`config.mk`:
```
export PLATFORM = sky130hd
export DESIGN_NAME = wbw_conv
export DESIGN_NICKNAME = d
export VERILOG_FILES = /design/src/rtl/wbw_pkg.sv /design/src/rtl/wbw_sel_expand.sv /design/src/rtl/wbw_beat_pick.sv /design/src/rtl/wbw_conv.sv
export SDC_FILE = /design/constraint.sdc
export NUM_CORES = 1
export LEC_CHECK = 0
export ABC_AREA = 1
export CORE_MARGIN = 4
export CORE_UTILIZATION = 48
export CTS_CLUSTER_SIZE = 30
export DETAILED_ROUTE_END_ITERATION = 10
export GPL_TIMING_DRIVEN = 1
export PLACE_DENSITY = 0.91
export SYNTH_ARGS = -nofsm -noshare
export SYNTH_HDL_FRONTEND = slang
export SYNTH_HIERARCHICAL = 1
export SYNTH_SLANG_ARGS = --single-unit
```
`constraint.sdc`:
```
create_clock -name clk -period 3.4 [get_ports clk]
set_clock_uncertainty 0.1 [all_clocks]
set_input_delay 0.51 -clock clk [delete_from_list [all_inputs] [get_ports clk]]
set_output_delay 0.51 -clock clk [all_outputs]
set_load 0.02 [all_outputs]
```
`src/rtl/wbw_pkg.sv`:
```
package wbw_pkg;
    typedef enum logic [1:0] {
        ST_IDLE  = 2'd0,
        ST_ISSUE = 2'd1,
        ST_WAIT  = 2'd2,
        ST_RESP  = 2'd3
    } wbw_state_e;

    typedef enum logic [1:0] {
        RSP_ACK = 2'd0,
        RSP_ERR = 2'd1,
        RSP_RTY = 2'd2
    } wbw_resp_e;

    localparam logic [2:0] CTI_CLASSIC = 3'b000;
    localparam logic [1:0] BTE_LINEAR  = 2'b00;
endpackage

```
`src/rtl/wbw_sel_expand.sv`:
```
// Widens initiator select lanes to subordinate granularity.
module wbw_sel_expand #(
    parameter int I_SELW = 4,
    parameter int G      = 1
) (
    input  logic [I_SELW-1:0]   sel_in,
    output logic [I_SELW*G-1:0] sel_out
);
    for (genvar k = 0; k < I_SELW; k++) begin : g_lane
        assign sel_out[k*G +: G] = {G{sel_in[k]}};
    end
endmodule

```
`src/rtl/wbw_beat_pick.sv`:
```
// Finds the lowest beat at or above 'from' whose select slice is live.
module wbw_beat_pick #(
    parameter int BEATS = 4,
    parameter int LANES = 1,
    parameter int BIW   = 2
) (
    input  logic [BEATS*LANES-1:0] sel,
    input  logic [BIW:0]           from,
    output logic                   found,
    output logic [BIW-1:0]         idx
);
    always_comb begin
        found = 1'b0;
        idx   = '0;
        for (int b = BEATS - 1; b >= 0; b--) begin
            if ((BIW+1)'(b) >= from && (|sel[b*LANES +: LANES])) begin
                found = 1'b1;
                idx   = BIW'(b);
            end
        end
    end
endmodule

```
`src/rtl/wbw_conv.sv`:
```
module wbw_conv
    import wbw_pkg::*;
#(
    parameter int I_AW     = 4,
    parameter int I_DW     = 32,
    parameter int S_DW     = 8,
    parameter int I_GRAN   = 8,
    parameter int S_GRAN   = 8,
    parameter int I_PIPE   = 0,
    parameter int S_PIPE   = 1,
    parameter int I_TAGS   = 0,
    parameter int S_FAULTS = 1,
    localparam int BEATS   = I_DW / S_DW,
    localparam int BIW     = $clog2(BEATS),
    localparam int S_AW    = I_AW + BIW,
    localparam int I_SELW  = I_DW / I_GRAN,
    localparam int S_SELW  = S_DW / S_GRAN
) (
    input  logic              clk,
    input  logic              rst_n,
    input  logic              i_cyc,
    input  logic              i_stb,
    input  logic              i_we,
    input  logic [I_AW-1:0]   i_adr,
    input  logic [I_SELW-1:0] i_sel,
    input  logic [I_DW-1:0]   i_dat_w,
    output logic [I_DW-1:0]   i_dat_r,
    output logic              i_ack,
    output logic              i_err,
    output logic              i_rty,
    output logic              i_stall,
    input  logic              i_lock,
    input  logic [2:0]        i_cti,
    input  logic [1:0]        i_bte,
    output logic              s_cyc,
    output logic              s_stb,
    output logic              s_we,
    output logic [S_AW-1:0]   s_adr,
    output logic [S_SELW-1:0] s_sel,
    output logic [S_DW-1:0]   s_dat_w,
    input  logic [S_DW-1:0]   s_dat_r,
    input  logic              s_ack,
    input  logic              s_err,
    input  logic              s_rty,
    input  logic              s_stall,
    output logic              s_lock,
    output logic [2:0]        s_cti,
    output logic [1:0]        s_bte
);
    localparam int G     = I_GRAN / S_GRAN;
    localparam int XSELW = I_SELW * G;

    // parameter legality
    if (S_DW * BEATS != I_DW || BEATS < 2 || S_GRAN > I_GRAN || XSELW != BEATS * S_SELW) begin : g_bad_cfg
        $error("wbw_conv: illegal width or granularity parameters");
    end

    wbw_state_e          state_q, state_d;
    wbw_resp_e           resp_q, resp_d;
    logic [BIW-1:0]      beat_q, beat_d;
    logic [I_AW-1:0]     adr_q;
    logic                we_q;
    logic [I_DW-1:0]     wdat_q;
    logic [XSELW-1:0]    selx_q;
    logic [I_DW-1:0]     hold_q;

    logic [XSELW-1:0]    selx_in;
    logic [XSELW-1:0]    pick_sel;
    logic [BIW:0]        pick_from;
    logic                pick_found;
    logic [BIW-1:0]      pick_idx;

    logic req_start, f_err, f_rty, beat_end, resp_seen, stall_in;

    wbw_sel_expand #(.I_SELW(I_SELW), .G(G)) u_expand (
        .sel_in  (i_sel),
        .sel_out (selx_in)
    );

    wbw_beat_pick #(.BEATS(BEATS), .LANES(S_SELW), .BIW(BIW)) u_pick (
        .sel   (pick_sel),
        .from  (pick_from),
        .found (pick_found),
        .idx   (pick_idx)
    );

    always_comb begin
        req_start = (state_q == ST_IDLE) && i_cyc && i_stb;
        pick_sel  = (state_q == ST_IDLE) ? selx_in : selx_q;
        pick_from = (state_q == ST_IDLE) ? '0 : ((BIW+1)'(beat_q) + (BIW+1)'(1));
        f_err     = s_err && (S_FAULTS != 0);
        f_rty     = s_rty && (S_FAULTS != 0);
        stall_in  = s_stall && (S_PIPE != 0);
        beat_end  = s_ack || f_err || f_rty;
        resp_seen = beat_end && i_cyc &&
                    ((S_PIPE != 0) ? (state_q == ST_WAIT) : (state_q == ST_ISSUE));
    end

    // Next-state decision
    always_comb begin
        state_d = state_q;
        beat_d  = beat_q;
        resp_d  = resp_q;
        unique case (state_q)
            ST_IDLE: begin
                if (req_start) begin
                    if (pick_found) begin        // START
                        state_d = ST_ISSUE;
                        beat_d  = pick_idx;
                    end else begin               // SKIP_ALL
                        state_d = ST_RESP;
                        resp_d  = RSP_ACK;
                    end
                end
            end
            ST_ISSUE, ST_WAIT: begin
                if (!i_cyc) begin                // ABORT
                    state_d = ST_IDLE;
                end else if (state_q == ST_ISSUE && S_PIPE != 0) begin
                    if (!stall_in) state_d = ST_WAIT;   // ACCEPT
                end else if (resp_seen) begin
                    if (f_err) begin             // FAULT
                        state_d = ST_RESP;
                        resp_d  = RSP_ERR;
                    end else if (f_rty) begin    // FAULT
                        state_d = ST_RESP;
                        resp_d  = RSP_RTY;
                    end else if (pick_found) begin  // NEXT
                        state_d = ST_ISSUE;
                        beat_d  = pick_idx;
                    end else begin               // LAST
                        state_d = ST_RESP;
                        resp_d  = RSP_ACK;
                    end
                end
            end
            ST_RESP: state_d = ST_IDLE;          // RETIRE
        endcase
    end

    // State register
    always_ff @(posedge clk) begin
        if (!rst_n) begin
            state_q <= ST_IDLE;
            beat_q  <= '0;
            resp_q  <= RSP_ACK;
        end else begin
            state_q <= state_d;
            beat_q  <= beat_d;
            resp_q  <= resp_d;
        end
    end

    // Request capture and read gathering
    always_ff @(posedge clk) begin
        if (!rst_n) begin
            adr_q  <= '0;
            we_q   <= 1'b0;
            wdat_q <= '0;
            selx_q <= '0;
            hold_q <= '0;
        end else if (req_start) begin
            adr_q  <= i_adr;
            we_q   <= i_we;
            wdat_q <= i_dat_w;
            selx_q <= selx_in;
            hold_q <= '0;
        end else if (resp_seen && s_ack && !f_err && !f_rty && !we_q) begin
            hold_q[beat_q*S_DW +: S_DW] <= s_dat_r;
        end
    end

    // Outputs
    always_comb begin
        s_cyc   = (state_q == ST_ISSUE) || (state_q == ST_WAIT);
        s_stb   = (state_q == ST_ISSUE);
        s_we    = we_q;
        s_adr   = {adr_q, beat_q};
        s_sel   = selx_q[beat_q*S_SELW +: S_SELW];
        s_dat_w = wdat_q[beat_q*S_DW +: S_DW];
        i_ack   = (state_q == ST_RESP) && (resp_q == RSP_ACK);
        i_err   = (state_q == ST_RESP) && (resp_q == RSP_ERR);
        i_rty   = (state_q == ST_RESP) && (resp_q == RSP_RTY);
        i_dat_r = i_ack ? hold_q : '0;
        i_stall = (I_PIPE != 0) && i_cyc && (state_q != ST_IDLE);
        if (I_TAGS != 0) begin
            s_lock = i_lock;
            s_cti  = i_cti;
            s_bte  = i_bte;
        end else begin
            s_lock = 1'b0;
            s_cti  = CTI_CLASSIC;
            s_bte  = BTE_LINEAR;
        end
    end

    // Assertions
    a_r11_stb_in_cyc: assert property (@(posedge clk) disable iff (!rst_n)
        s_stb |-> s_cyc);

    a_r3_live_slice: assert property (@(posedge clk) disable iff (!rst_n)
        s_stb |-> (|s_sel));

    a_r5_single_resp: assert property (@(posedge clk) disable iff (!rst_n)
        $onehot0({i_ack, i_err, i_rty}));

    a_r6_abort_clears: assert property (@(posedge clk) disable iff (!rst_n)
        (s_cyc && !i_cyc) |=> (!s_cyc && !s_stb));

    a_r8_one_strobe: assert property (@(posedge clk) disable iff (!rst_n)
        (S_PIPE != 0 && s_stb && !s_stall) |=> !s_stb);

    a_r7_busy_stall: assert property (@(posedge clk) disable iff (!rst_n)
        (I_PIPE != 0 && i_cyc && s_cyc) |-> i_stall);

    a_r10_no_fault: assert property (@(posedge clk) disable iff (!rst_n)
        (S_FAULTS == 0) |-> (!i_err && !i_rty));
endmodule

```
# Word level (Yosys, flattened, before mapping)
# Cells that the tools add are included.
dict set report word_totals {
  register_bits 79
  input_bits 63
  out_inout_bits 60
  wordCells 98
}
dict set report op_classes {
  addsub 2
  order_cmp 4
  n_eq_ne 13
  n_shift 4
  muxes 37
  bitwise 1
  n_reduce_logical 29
}
# cell count
set ops {}
lappend ops {{2-to-1 mux 2 bit} 26}
lappend ops {{negation 5 -> 34 bit} 1}
lappend ops {{variable shift 8 x 34 -> 32 bit (first input constant)} 1}
lappend ops {{variable part select 8 x 34 -> 32 bit} 1}
lappend ops {{bitwise mux 32 bit} 1}
lappend ops {{2-to-1 mux 32 bit} 1}
lappend ops {{variable part select 32 x 6 -> 8 bit} 1}
lappend ops {{logical AND 1 bit} 15}
lappend ops {{inequality test 2 bit (second input constant)} 6}
lappend ops {{inequality test 4 bit (second input constant)} 2}
lappend ops {{case mux 2 bit (2 select lines)} 2}
lappend ops {{AND reduction 7 bit} 1}
lappend ops {{== test 2 bit (second input constant)} 3}
lappend ops {{>= comparator 1 x 3 -> 1 bit (first input constant)} 2}
lappend ops {{>= comparator 2 x 3 -> 1 bit (first input constant)} 2}
lappend ops {{case mux 2 bit (3 select lines)} 1}
lappend ops {{AND reduction 5 bit} 1}
lappend ops {{== test 2 x 1 -> 1 bit (second input constant)} 2}
lappend ops {{zero test 2 bit} 2}
lappend ops {{2-to-1 mux 1 bit} 4}
lappend ops {{2-to-1 mux 4 bit} 1}
lappend ops {{OR reduction 2 bit} 2}
lappend ops {{variable part select 4 x 3 -> 1 bit} 1}
lappend ops {{adder 2 x 1 -> 3 bit (second input constant)} 1}
lappend ops {{other kinds (6)} 10}

# Logic depth before layout (Yosys ltp)
# Gate-level depths: netlist of the first run.
dict set report logic_depth {
  word_depth 15
  mapped_depth 18
  ltp_nobuf 14
}

# Modules after synthesis
# Netlist of the first run, hierarchy kept.
# module instances cells_each area_per_inst_um2 seq_area_each_um2
set by_module_without_submodules {}
lappend by_module_without_submodules {wbw_conv 1 595 4070.2 1581.5}
lappend by_module_without_submodules {wbw_beat_pick 1 17 85.1 0.0}
lappend by_module_without_submodules {wbw_sel_expand 1 4 30.0 0.0}

# Worst setup path after synthesis of the first run
# OpenSTA, ideal clock, no wires.
dict set report synth_timing {
  kind {register to register}
  start {reg beat_q[0]}
  end {reg beat_q[1]}
  setup_time_ps 64
  t_arrival_ps 2699
  required_ps 3236
  path_slack_ps 537
  stages_incl_launch_ff 19
  n_path_buf 5
  period_less_slack_ps 2863
  cell_sequence {dfxtp_1 -> buf_2 -> inv_1 -> buf_2 -> buf_2 -> ha_1 -> buf_2 -> inv_2 -> buf_2 -> nor2_1 -> nor2_2 -> nand3b_2 -> nand3_1 -> nand3_1 -> nor2_1 -> nand3_1 -> nand2_1 -> inv_1 -> nor2_1}
}
dict set report synth_via {
  elab_chain_len 15
  word_cells_on_any_way 26
  classes_between {add/sub: 1; order compare: 4; mux: 17; reduce/logical: 4}
}
# element line_no
set synth_lines {}
lappend synth_lines {{start: declaration} wbw_conv.sv:60} ;# logic [BIW-1:0] beat_q, beat_d;
lappend synth_lines {{start signal: assignment} wbw_conv.sv:149} ;# beat_q <= beat_d;
lappend synth_lines {{adder 2 x 1 -> 3 bit (*)} wbw_conv.sv:90} ;# pick_from = (state_q == ST_IDLE) ? '0 : ((BIW+1)'(beat_q) + (BIW+1)'(1));
lappend synth_lines {{2-to-1 mux 3 bit (*)} wbw_conv.sv:90}
lappend synth_lines {{via pick_from[1]} wbw_conv.sv:69} ;# logic [BIW:0] pick_from;
lappend synth_lines {{>= comparator 2 x 3 -> 1 bit} wbw_beat_pick.sv:16} ;# if ((BIW+1)'(b) >= from && (|sel[b*LANES +: LANES])) begin
lappend synth_lines {{logical AND 1 bit} wbw_beat_pick.sv:16}
lappend synth_lines {{2-to-1 mux 1 bit (3 in series)} wbw_beat_pick.sv:16}
lappend synth_lines {{2-to-1 mux 1 bit (*)} wbw_beat_pick.sv:16}
lappend synth_lines {{via pick_found} wbw_conv.sv:70} ;# logic pick_found;
lappend synth_lines {{2-to-1 mux 2 bit (*)} {wbw_conv.sv:107, wbw_conv.sv:128}}
lappend synth_lines {{2-to-1 mux 2 bit} wbw_conv.sv:125} ;# end else if (f_rty) begin
lappend synth_lines {{2-to-1 mux 2 bit} wbw_conv.sv:122} ;# if (f_err) begin
lappend synth_lines {{2-to-1 mux 2 bit} wbw_conv.sv:121} ;# end else if (resp_seen) begin
lappend synth_lines {{2-to-1 mux 2 bit} wbw_conv.sv:119} ;# end else if (state_q == ST_ISSUE && S_PIPE != 0) begin
lappend synth_lines {{2-to-1 mux 2 bit} wbw_conv.sv:117} ;# if (!i_cyc) begin
lappend synth_lines {{case mux 2 bit (2 select lines) (*)} wbw_conv.sv:104} ;# unique case (state_q)
# Mark *: on every way through the listed nets, which the timed path passes. The rest lies on a longest branch. The select of a mux whose other input is x is not followed.
# A chain may end at the register's enable or synchronous reset.

# Worst setup path after layout of the first run
dict set report layout_timing {
  start {reg state_q[0]}
  end {out i_dat_r[6]}
}
dict set report layout_via {
  elab_chain_len 3
}
# element line_no
set layout_lines {}
lappend layout_lines {{start: declaration} wbw_conv.sv:58} ;# wbw_state_e state_q, state_d;
lappend layout_lines {{start signal: assignment} wbw_conv.sv:148} ;# state_q <= state_d;
lappend layout_lines {{== test 2 bit} wbw_conv.sv:181} ;# i_ack = (state_q == ST_RESP) && (resp_q == RSP_ACK);
lappend layout_lines {{logical AND 1 bit} wbw_conv.sv:181}
lappend layout_lines {{2-to-1 mux 32 bit} wbw_conv.sv:184} ;# i_dat_r = i_ack ? hold_q : '0;
lappend layout_lines {{end: declaration} wbw_conv.sv:27} ;# output logic [I_DW-1:0] i_dat_r,
# No other way between the ends.

==> results.json, run 1 <==
{
  "hold_buffers": 0,
  "hp-class": "reg -> reg",
  "slew_viol_final": 0,
  "die_h_um": 101.4,
  "wl_per_cell_um": 12.86,
  "power_density_mw_per_mm2": 547.0,
  "clk_latency_ps": 340,
  "diodes": 0,
  "grtUsageTotal_pct": 20.25,
  "switching_share_pct": 38.66,
  "placed_area_mm2": 0.005228,
  "p_comb_share_pct": 39.0,
  "num_io_pins": 123,
  "via_per_inst": 5.124,
  "cp_slowest_cell": "clkdlybuf4s50_1",
  "tns_ps": 0,
  "clkTransAtPathRegs_ps": 80,
  "post_cts_buffers": 0,
  "cts.path.max_buffers": 2,
  "fin_area_mm2": 0.005434,
  "finalPower_mw": 2.973,
  "max_clock_freq_ghz": 0.3212,
  "synth_edf_count": 0,
  "initial_core_util_pct": 50.18,
  "drt_iter0_drc": 206,
  "crit_top_cell": "inv_1",
  "die_x_um": 101.4,
  "grt_pass1_wl_um": 17130,
  "dr.pass1.iters": 5,
  "path_max_fanout": 32,
  "synth_area_per_cell_um2": 6.794,
  "cp.required_ps": 2790,
  "grt_max_degree": 83,
  "syn_to_final_growth_pct": 29.84,
  "cts_root_buffer": "clkbuf_8",
  "worstPathCellList": "ha_1 -> inv_1 -> nor3_1 -> inv_1 -> nor2_1 -> clkdlybuf4s50_1",
  "postRouteAntennaNets": 0,
  "syn_area_mm2": 0.004185,
  "row_count": 33,
  "synth_cell_types": 29,
  "critPathLaunchType": "flip-flop",
  "end_kind": "primary output",
  "status": "finished clean",
  "clockPowerShare_pct": 24.0,
  "cap_violations": 0,
  "setup_viol": 0,
  "intPower_mw": 1.823,
  "antenna_found_initial": 0,
  "h-tree-depth": 3,
  "p_sw_mw": 1.149,
  "cts_buffers": 9,
  "first_global_vias": 3942,
  "hold_viol_final": 0,
  "ys.flop_type": "dfxtp_1",
  "yosys_warnings": 6,
  "gr-total-overflow": 0,
  "port_buffers": 109,
  "num-fill-cells": 722,
  "synthCells": 616,
  "ys_seq_area_share_pct": 37.79,
  "maxSlewHeadroom_pct": 43.27,
  "path_class": "reg -> out",
  "cts_sinks": 79,
  "final.min_clock_period_ps": 3114,
  "drcViolationCount": 0,
  "cts_resized": 0,
  "gp_congestion": 0.9585,
  "ys_async_sr_fraction_pct": 0,
  "drive_above_1_share_pct": 7.921,
  "final_nets": 776,
  "min_period_over_period_pct": 91.58,
  "arrival_ps": 2500,
  "path_buf_inv": 3,
  "crit_family": "buffers and inverters",
  "whs_ps": 346.5,
  "num_vias": 4161,
  "coreArea_mm2": 0.008341,
  "cpPeakStageDelay_ps": 640,
  "worst_slew_pin_slew_ps": 850.0,
  "dp.final_hpwl_um": 7806,
  "cts_tree": "done",
  "seq_power_share_pct": 37.0,
  "power_leakage_nw": 2.024,
  "die-area_mm2": 0.01028,
  "drt-total-wl_um": 10440,
  "ys_ff_latch": 79,
  "ir_worst_vdd_v": 0.0003145,
  "rsz0062_at_grt": "false"
}
==> power groups by stage <==
stage	logic (mW)	registers [mW]	clock network (mW)
floorplan	0.779	1.12	0
global placement	1.09	1.11	0
detailed placement	1.14	1.12	0
CTS	1.15	1.10	0.725
global route	1.28	1.12	0.762
finish	1.16	1.10	0.713
==> final timing paths <==
| check | start | cells past startpoint | slack [ps] | end |
|---|---|---|---|---|
| worst max-delay path | state_q[0] | 6 | 290 | i_dat_r[6] |
| worst min-delay path | wdat_q[1] | 2 | 350 | wdat_q[1] |
| worst max register to register | beat_q[1] | 14 | 630 | beat_q[1] |
| worst min register to register | wdat_q[1] | 2 | 350 | wdat_q[1] |
==> worst reg2reg max path: stages, from the launching register on <==
cell     delay (ps)
dfxtp_1         410
inv_1            60
buf_4           210
ha_1            510
inv_2           190
nor2_1          190
nand2_1         100
a21oi_1         210
nand3_1         220
nand3_1         160
nor2_1           70
nand3_1         120
nand2_1          60
inv_1            50
nor2_1           30
==> final cells by class <==
cell class                 instances  area, µm²  area share (%)
inverter                         111      416.7           7.668
multi-input combinational        386       1962           36.10
tap                              105      131.4           2.418
sequential                        79       1582           29.10
clock buffer                      10      137.6           2.533
clock inverter                     6      68.82           1.266
timing repair buffer             115       1136           20.91
==> synth_stat cells (5+ instances only) <==
cell type / n / area (µm²)
nand3_1: 34 / 170.2
nand2_2: 5 / 31.28
o21ai_2: 8 / 70.07
buf_2: 12 / 60.06
nor2_1: 76 / 285.3
a21oi_1: 87 / 435.4
nand2_1: 51 / 191.4
clkbuf_1: 19 / 71.32
inv_1: 109 / 409.1
buf_4: 11 / 82.58
o21ai_0: 80 / 400.4
nor2_2: 12 / 75.07
dfxtp_1: 79 / 1582
ha_1: 11 / 137.6
==> sequential cells by signal, indices dropped and copies added, names as in the netlist <==
register  count
resp_q        2
adr_q         4
s_we          1
beat_q        2
selx_q        4
hold_q       32
state_q       2
wdat_q       32
==> per-layer routing <==
layer / global-route usage, % / wire length (µm)
met4: 7.975 / 217
met2: 36.12 / 5035
met3: 4.339 / 843
met1: 23.57 / 4344
met5: 0 / 0
==> cell usage in the layout, fill, tap and decap left out, types with 2 or more instances in the layout <==
cell             synthesis  final
inv_1                  109    109
dfxtp_1                 79     79
conb_1                   1      7
o21ai_0                 80     80
nand2_1                 51     51
a21oi_1                 87     87
clkbuf_8                 0     10
clkdlybuf4s50_1          0    109
inv_2                    2      2
buf_4                   11      6
nand2_2                  5      5
nor2_4                   2      2
clkinv_4                 0      2
nor3_1                   3      3
ha_1                    11     11
nand3_1                 34     33
nor2_1                  76     76
nand4_1                  3      3
nor2_2                  12     12
o21ai_2                  8      8
==> cells by family (layout without fill, tap and decap cells) <==
group / Yosys count / count (layout) / share of synthesized area, %
adder cells (fa/ha/maj): 11 / 11 / 3.288
flip-flops: 79 / 79 / 37.79
buffers and inverters: 157 / 242 / 15.99
other: 1 / 7 / 0.08960
AND/OR/NAND/NOR: 189 / 189 / 20.51
AO/OA/AOI/OAI: 179 / 179 / 22.33
==> per-stage QoR <==
stage	worst slack (ps)	cells	util (%)
6_report	286.4	812	65.15
5_1_grt	68.55	812	65.15
4_1_cts	262.2	812	65.15
3_5_place_dp	625.5	796	62.68
3_3_place_gp	731.9	796	62.68
2_1_floorplan	536.9	622	-
Note: power is estimated with default switching activity, not from simulation.
==> run 2, diff against run 1 <==
Settings changed: CORE_MARGIN 4 to default.
==> run 2 against run 1 <==
Compared with the run above: sequential cell count unchanged; clock power increased by 8.6%; non-clock buffer count is 1 higher; sequential share of layout area decreased by 0.11 points; via count up 1.0%; critical path depth stayed put; critical endpoint is now i_dat_r[8].
==> results.json, run 2 (synthesis gave the netlist of run 1 again) <==
{
  "clockPowerShare_pct": 25.5,
  "dr.pass1.iters": 5,
  "gr-total-overflow": 0,
  "postRouteAntennaNets": 0,
  "slew_viol_final": 0,
  "final.min_clock_period_ps": 3125,
  "final_cell_mix": "inv_1 (109), clkdlybuf4s50_1 (109), a21oi_1 (87)",
  "cts_buffers": 9,
  "num_io_pins": 123,
  "reg_top3": "hold_q: 32 flops, wdat_q: 32 flops",
  "drive_above_1_share_pct": 8.051,
  "die-area_mm2": 0.009096,
  "seq_power_share_pct": 36.2,
  "drt_iter0_drc": 189,
  "min_to": "wdat_q[29]",
  "cap_violations": 0,
  "via_per_inst": 5.171,
  "gp_congestion": 0.8529,
  "power_leakage_nw": 2.039,
  "wl_per_cell_um": 12.93,
  "hold_viol_final": 0,
  "grt_pass1_wl_um": 17160,
  "clkTransAtPathRegs_ps": 80,
  "maxSlewHeadroom_pct": 42.43,
  "grtUsageTotal_pct": 23.98,
  "die_x_um": 95.38,
  "h-tree-depth": 3,
  "antenna_found_initial": 0,
  "path_max_fanout": 32,
  "p_sw_mw": 1.160,
  "cp.required_ps": 2790,
  "setup_viol": 0,
  "finalPower_mw": 3.038,
  "arrival_ps": 2520,
  "status": "finished clean",
  "port_buffers": 109,
  "initial_core_util_pct": 50.18,
  "stdcell_count": 813,
  "num_vias": 4204,
  "intPower_mw": 1.879,
  "num-fill-cells": 730,
  "switching_share_pct": 38.17,
  "cts_tree": "done",
  "place_inst": 797,
  "regToRegSetupSlack_ps": 680,
  "multi_input_comb_area_mm2": 0.001962,
  "cts_root_buffer": "clkbuf_8",
  "p_comb_share_pct": 38.3,
  "r2r.worst_path.cells": 13,
  "min_period_over_period_pct": 91.92,
  "cts.path.max_buffers": 2,
  "worst_slew_pin_slew_ps": 862.6,
  "drt-total-wl_um": 10510,
  "ff_latch_area_mm2": 0.001582,
  "syn_to_final_growth_pct": 30.34,
  "final_nets": 777,
  "max_clock_freq_ghz": 0.3200,
  "timing.rr.end": "beat_q[0]",
  "cts_sinks": 79,
  "min-delay-start": "wdat_q[29]",
  "hold_buffers": 0,
  "rsz0062_at_grt": "true",
  "grt_max_degree": 48,
  "die_h_um": 95.38,
  "hold_depth": 2,
  "end_kind": "primary output",
  "path_class": "reg -> out",
  "coreArea_mm2": 0.008341,
  "hp-class": "reg -> reg",
  "regToRegStartpoint": "beat_q[1]",
  "first_global_vias": 4009,
  "critPathLaunchType": "flip-flop",
  "clk_latency_ps": 350,
  "dp.final_hpwl_um": 7744,
  "ir_worst_vdd_v": 0.0003489,
  "cts_resized": 0,
  "drcViolationCount": 0,
  "post_cts_buffers": 0,
  "power_density_mw_per_mm2": 557.0,
  "diodes": 0,
  "row_count": 33
}
## run 2: worst max-delay path by stage
stage	from	end	cells past startpoint
CTS	state_q[0]	i_dat_r[8]	6
global route	state_q[0]	i_dat_r[8]	6
floorplan	beat_q[0]	beat_q[1]	18
detailed placement	state_q[0]	i_dat_r[8]	6
finish	state_q[0]	i_dat_r[8]	6
global placement	state_q[0]	i_dat_r[1]	6
## run 2: worst max-delay path: stages, from the launching register on
cell and delay [ps]:
dfxtp_1 400, ha_1 210, inv_1 70, nor3_1 180
inv_1 400, nor2_1 260, clkdlybuf4s50_1 640
## run 2: stage by stage
step	setup slack [ps]	area [µm²]	setup TNS [ps]	hold slack (ps)	utilization, %
2_1_floorplan	536.9	4208	0	323.5	-
3_3_place_gp	726.5	5235	0	330.4	62.77
3_5_place_dp	614.2	5235	0	336.4	62.77
4_1_cts	232.8	5455	0	349.7	65.41
5_1_grt	-1.881	5455	-1.881	373.6	65.41
6_report	274.6	5455	0	349.6	65.41
## run 2: cell type report
cell class                      instances  area share [%]
Multi-Input combinational cell        386           35.96
Sequential cell                        79           28.99
Inverter                              111           7.638
Tap cell                              105           2.408
Clock buffer                            9           2.271
Clock inverter                          7           1.766
Timing Repair Buffer                  116           20.96
## run 2: power groups by stage
stage	Combinational, mW	Clock (mW)	Sequential (mW)
after floorplan	0.779	0	1.12
after global placement	1.10	0	1.11
after detailed placement	1.15	0	1.12
after CTS	1.16	0.784	1.10
after global routing	1.30	0.815	1.11
final	1.16	0.774	1.10
## run 2: layer usage
| metal | wire length, µm | GRT usage (%) |
|---|---|---|
| met3 | 714 | 4.864 |
| met1 | 4356 | 27.11 |
| met5 | 0 | 0 |
| met2 | 5215 | 43.39 |
| met4 | 224 | 10.32 |
==> run 3, diff against run 2 <==
Settings changed: CORE_UTILIZATION 48 to 47, PLACE_DENSITY 0.91 to 0.9, SYNTH_HIERARCHICAL 1 to default.
==> run 3 against run 2 <==
Compared with the run above: final area decreased by 3.9%; combinational power barely moved; final cell count shrank 3.2%; total power increased by 1.0%; clock power up 2.8%; highest routed layer unchanged.
==> results.json, run 3 <==
{
  "synth_area_per_cell_um2": 6.786,
  "cts_tree": "done",
  "slew_viol_final": 0,
  "synth_edf_count": 0,
  "ys_ff_latch": 79,
  "die_x_um": 93.98,
  "final_nets": 749,
  "grtUsageTotal_pct": 24.12,
  "die-area_mm2": 0.008832,
  "power_density_mw_per_mm2": 585.4,
  "post_cts_buffers": 0,
  "cp-endpoint": "i_dat_r[17]",
  "yosys.cell_count.top_type": "nor2_1",
  "drt_iter0_drc": 317,
  "path_class": "reg -> out",
  "ys_seq_area_share_pct": 39.77,
  "crit_top_cell": "inv_1",
  "drive_above_1_share_pct": 5.718,
  "max_clock_freq_ghz": 0.3205,
  "hold_viol_final": 0,
  "end_kind": "primary output",
  "ys_async_sr_fraction_pct": 0,
  "gp_congestion": 0.8953,
  "drt-total-wl_um": 10280,
  "worstSetupStartpoint": "state_q[0]",
  "cts_sinks": 79,
  "postRouteAntennaNets": 0,
  "synth_area_leaders": "dfxtp_1 (40%), nor2_1 (16%), o21ai_0 (11%), inv_1 (5.9%), a21oi_1 (5.3%)",
  "antenna_found_initial": 0,
  "hold_buffers": 0,
  "maxSlewHeadroom_pct": 44.28,
  "fin_area_mm2": 0.005244,
  "clkTransAtPathRegs_ps": 90,
  "finalPower_mw": 3.070,
  "num_vias": 4059,
  "final.min_clock_period_ps": 3120,
  "clk_latency_ps": 360,
  "coreArea_mm2": 0.008217,
  "power_leakage_nw": 2.094,
  "r2r.worst_path.cells": 11,
  "status": "finished clean",
  "cp.required_ps": 2790,
  "timing.rr.end": "beat_q[1]",
  "drcViolationCount": 0,
  "cts_buffers": 9,
  "row_count": 33,
  "yosys_warnings": 0,
  "regToRegSetupSlack_ps": 670,
  "cts.path.max_buffers": 2,
  "stdcell_count": 787,
  "critPathLaunchType": "flip-flop",
  "grt_pass1_wl_um": 16860,
  "regToRegStartpoint": "beat_q[1]",
  "layout_commonest_cell": "nor2_1",
  "die_h_um": 93.98,
  "worstPathCellList": "ha_1 -> inv_1 -> nor3_1 -> inv_1 -> nor2_1 -> clkdlybuf4s50_1",
  "dr.pass1.iters": 5,
  "first_global_vias": 3834,
  "setup_viol": 0,
  "syn_to_final_growth_pct": 31.88,
  "cpPeakStageDelay_ps": 630,
  "port_buffers": 109,
  "arrival_ps": 2510,
  "hp-class": "reg -> reg",
  "path_max_fanout": 32,
  "worst_slew_pin_slew_ps": 834.9,
  "grt_max_degree": 45,
  "h-tree-depth": 3,
  "cap_violations": 0,
  "synth_cell_types": 32,
  "cts_root_buffer": "clkbuf_8",
  "cp_slowest_cell": "clkdlybuf4s50_1",
  "synth_top_area_share_pct": 39.77,
  "rsz0062_at_grt": "true",
  "synth_area_leader_cell": "dfxtp_1",
  "diodes": 0,
  "place_inst": 771,
  "wl_per_cell_um": 13.06,
  "dp.final_hpwl_um": 7286,
  "initial_core_util_pct": 48.39,
  "num_io_pins": 123,
  "placed_area_mm2": 0.005020,
  "ys.flop_type": "dfxtp_1",
  "ys_top_cells_by_count": "nor2_1 (165), o21ai_0 (85), dfxtp_1 (79), inv_1 (62), nand2_1 (45)",
  "min_period_over_period_pct": 91.76,
  "final_cell_mix": "nor2_1 (165), clkdlybuf4s50_1 (109), o21ai_0 (85)",
  "reg_top3": "hold_q: 32 flops, wdat_q: 32 flops",
  "whs_ps": 357.2,
  "cts_resized": 0,
  "via_per_inst": 5.158,
  "ir_worst_vdd_v": 0.0003191,
  "gr-total-overflow": 0,
  "synthCells": 586,
  "syn_area_mm2": 0.003976
}
run 3: where the power goes:
part           internal, mW  total [mW]  switching, mW
clock network         0.423       0.796          0.373
registers              1.04        1.10         0.0695
logic                 0.432        1.17          0.737
total                  1.89        3.07           1.18
run 3: worst max-delay path: cells and delay by family (launching register included):
family | cells | cell delay (ps)
simple gates | 2 | 430
flops | 1 | 390
buf+inv | 3 | 1100
fa+ha+maj | 1 | 230
run 3: how the worst min path moves through the flow:
stage                     from    endpoint  slack (ps)  depth (start not counted)
floorplan           hold_q[31]  hold_q[31]         330                          2
global placement    hold_q[28]  hold_q[28]         340                          2
detailed placement  hold_q[12]  hold_q[12]         340                          2
CTS                 hold_q[12]  hold_q[12]         360                          2
global route        hold_q[12]  hold_q[12]         380                          2
finish              hold_q[12]  hold_q[12]         360                          2
run 3: per-layer routing:
layer	track usage (%)	up-vias	routed length, µm
li1	-	2038	-
met1	27.79	1861	4343
met2	42.52	141	4978
met3	5.097	19	722
met4	10.90	0	231
met5	0	-	0
run 3: cells by family after synthesis:
kind of cell             share of synthesized area [%]
adder cells (fa/ha/maj)                          2.832
AO/OA/AOI/OAI                                    19.64
buffers and inverters                            12.02
AND/OR/NAND/NOR                                  25.65
flip-flops                                       39.77
other                                          0.09431
run 3: final cells by class:
cell class	instances	area (µm²)
multi-input cells	409	1939
fillers	731	2973
inverters	65	246.5
repair buffers	113	1121
flip-flops and latches	79	1582
well taps	105	131.4
clock inverters	7	100.1
clock buffers	9	123.9
run 3: through the flow:
| stage | util [%] | TNS, ps | worst slack [ps] |
|---|---|---|---|
| floorplan | - | 0 | 976.6 |
| global placement | 61.09 | 0 | 699.5 |
| detailed placement | 61.09 | 0 | 621.0 |
| CTS | 63.82 | 0 | 221.8 |
| global route | 63.82 | -0.1918 | -0.1918 |
| finish | 63.82 | 0 | 280.3 |
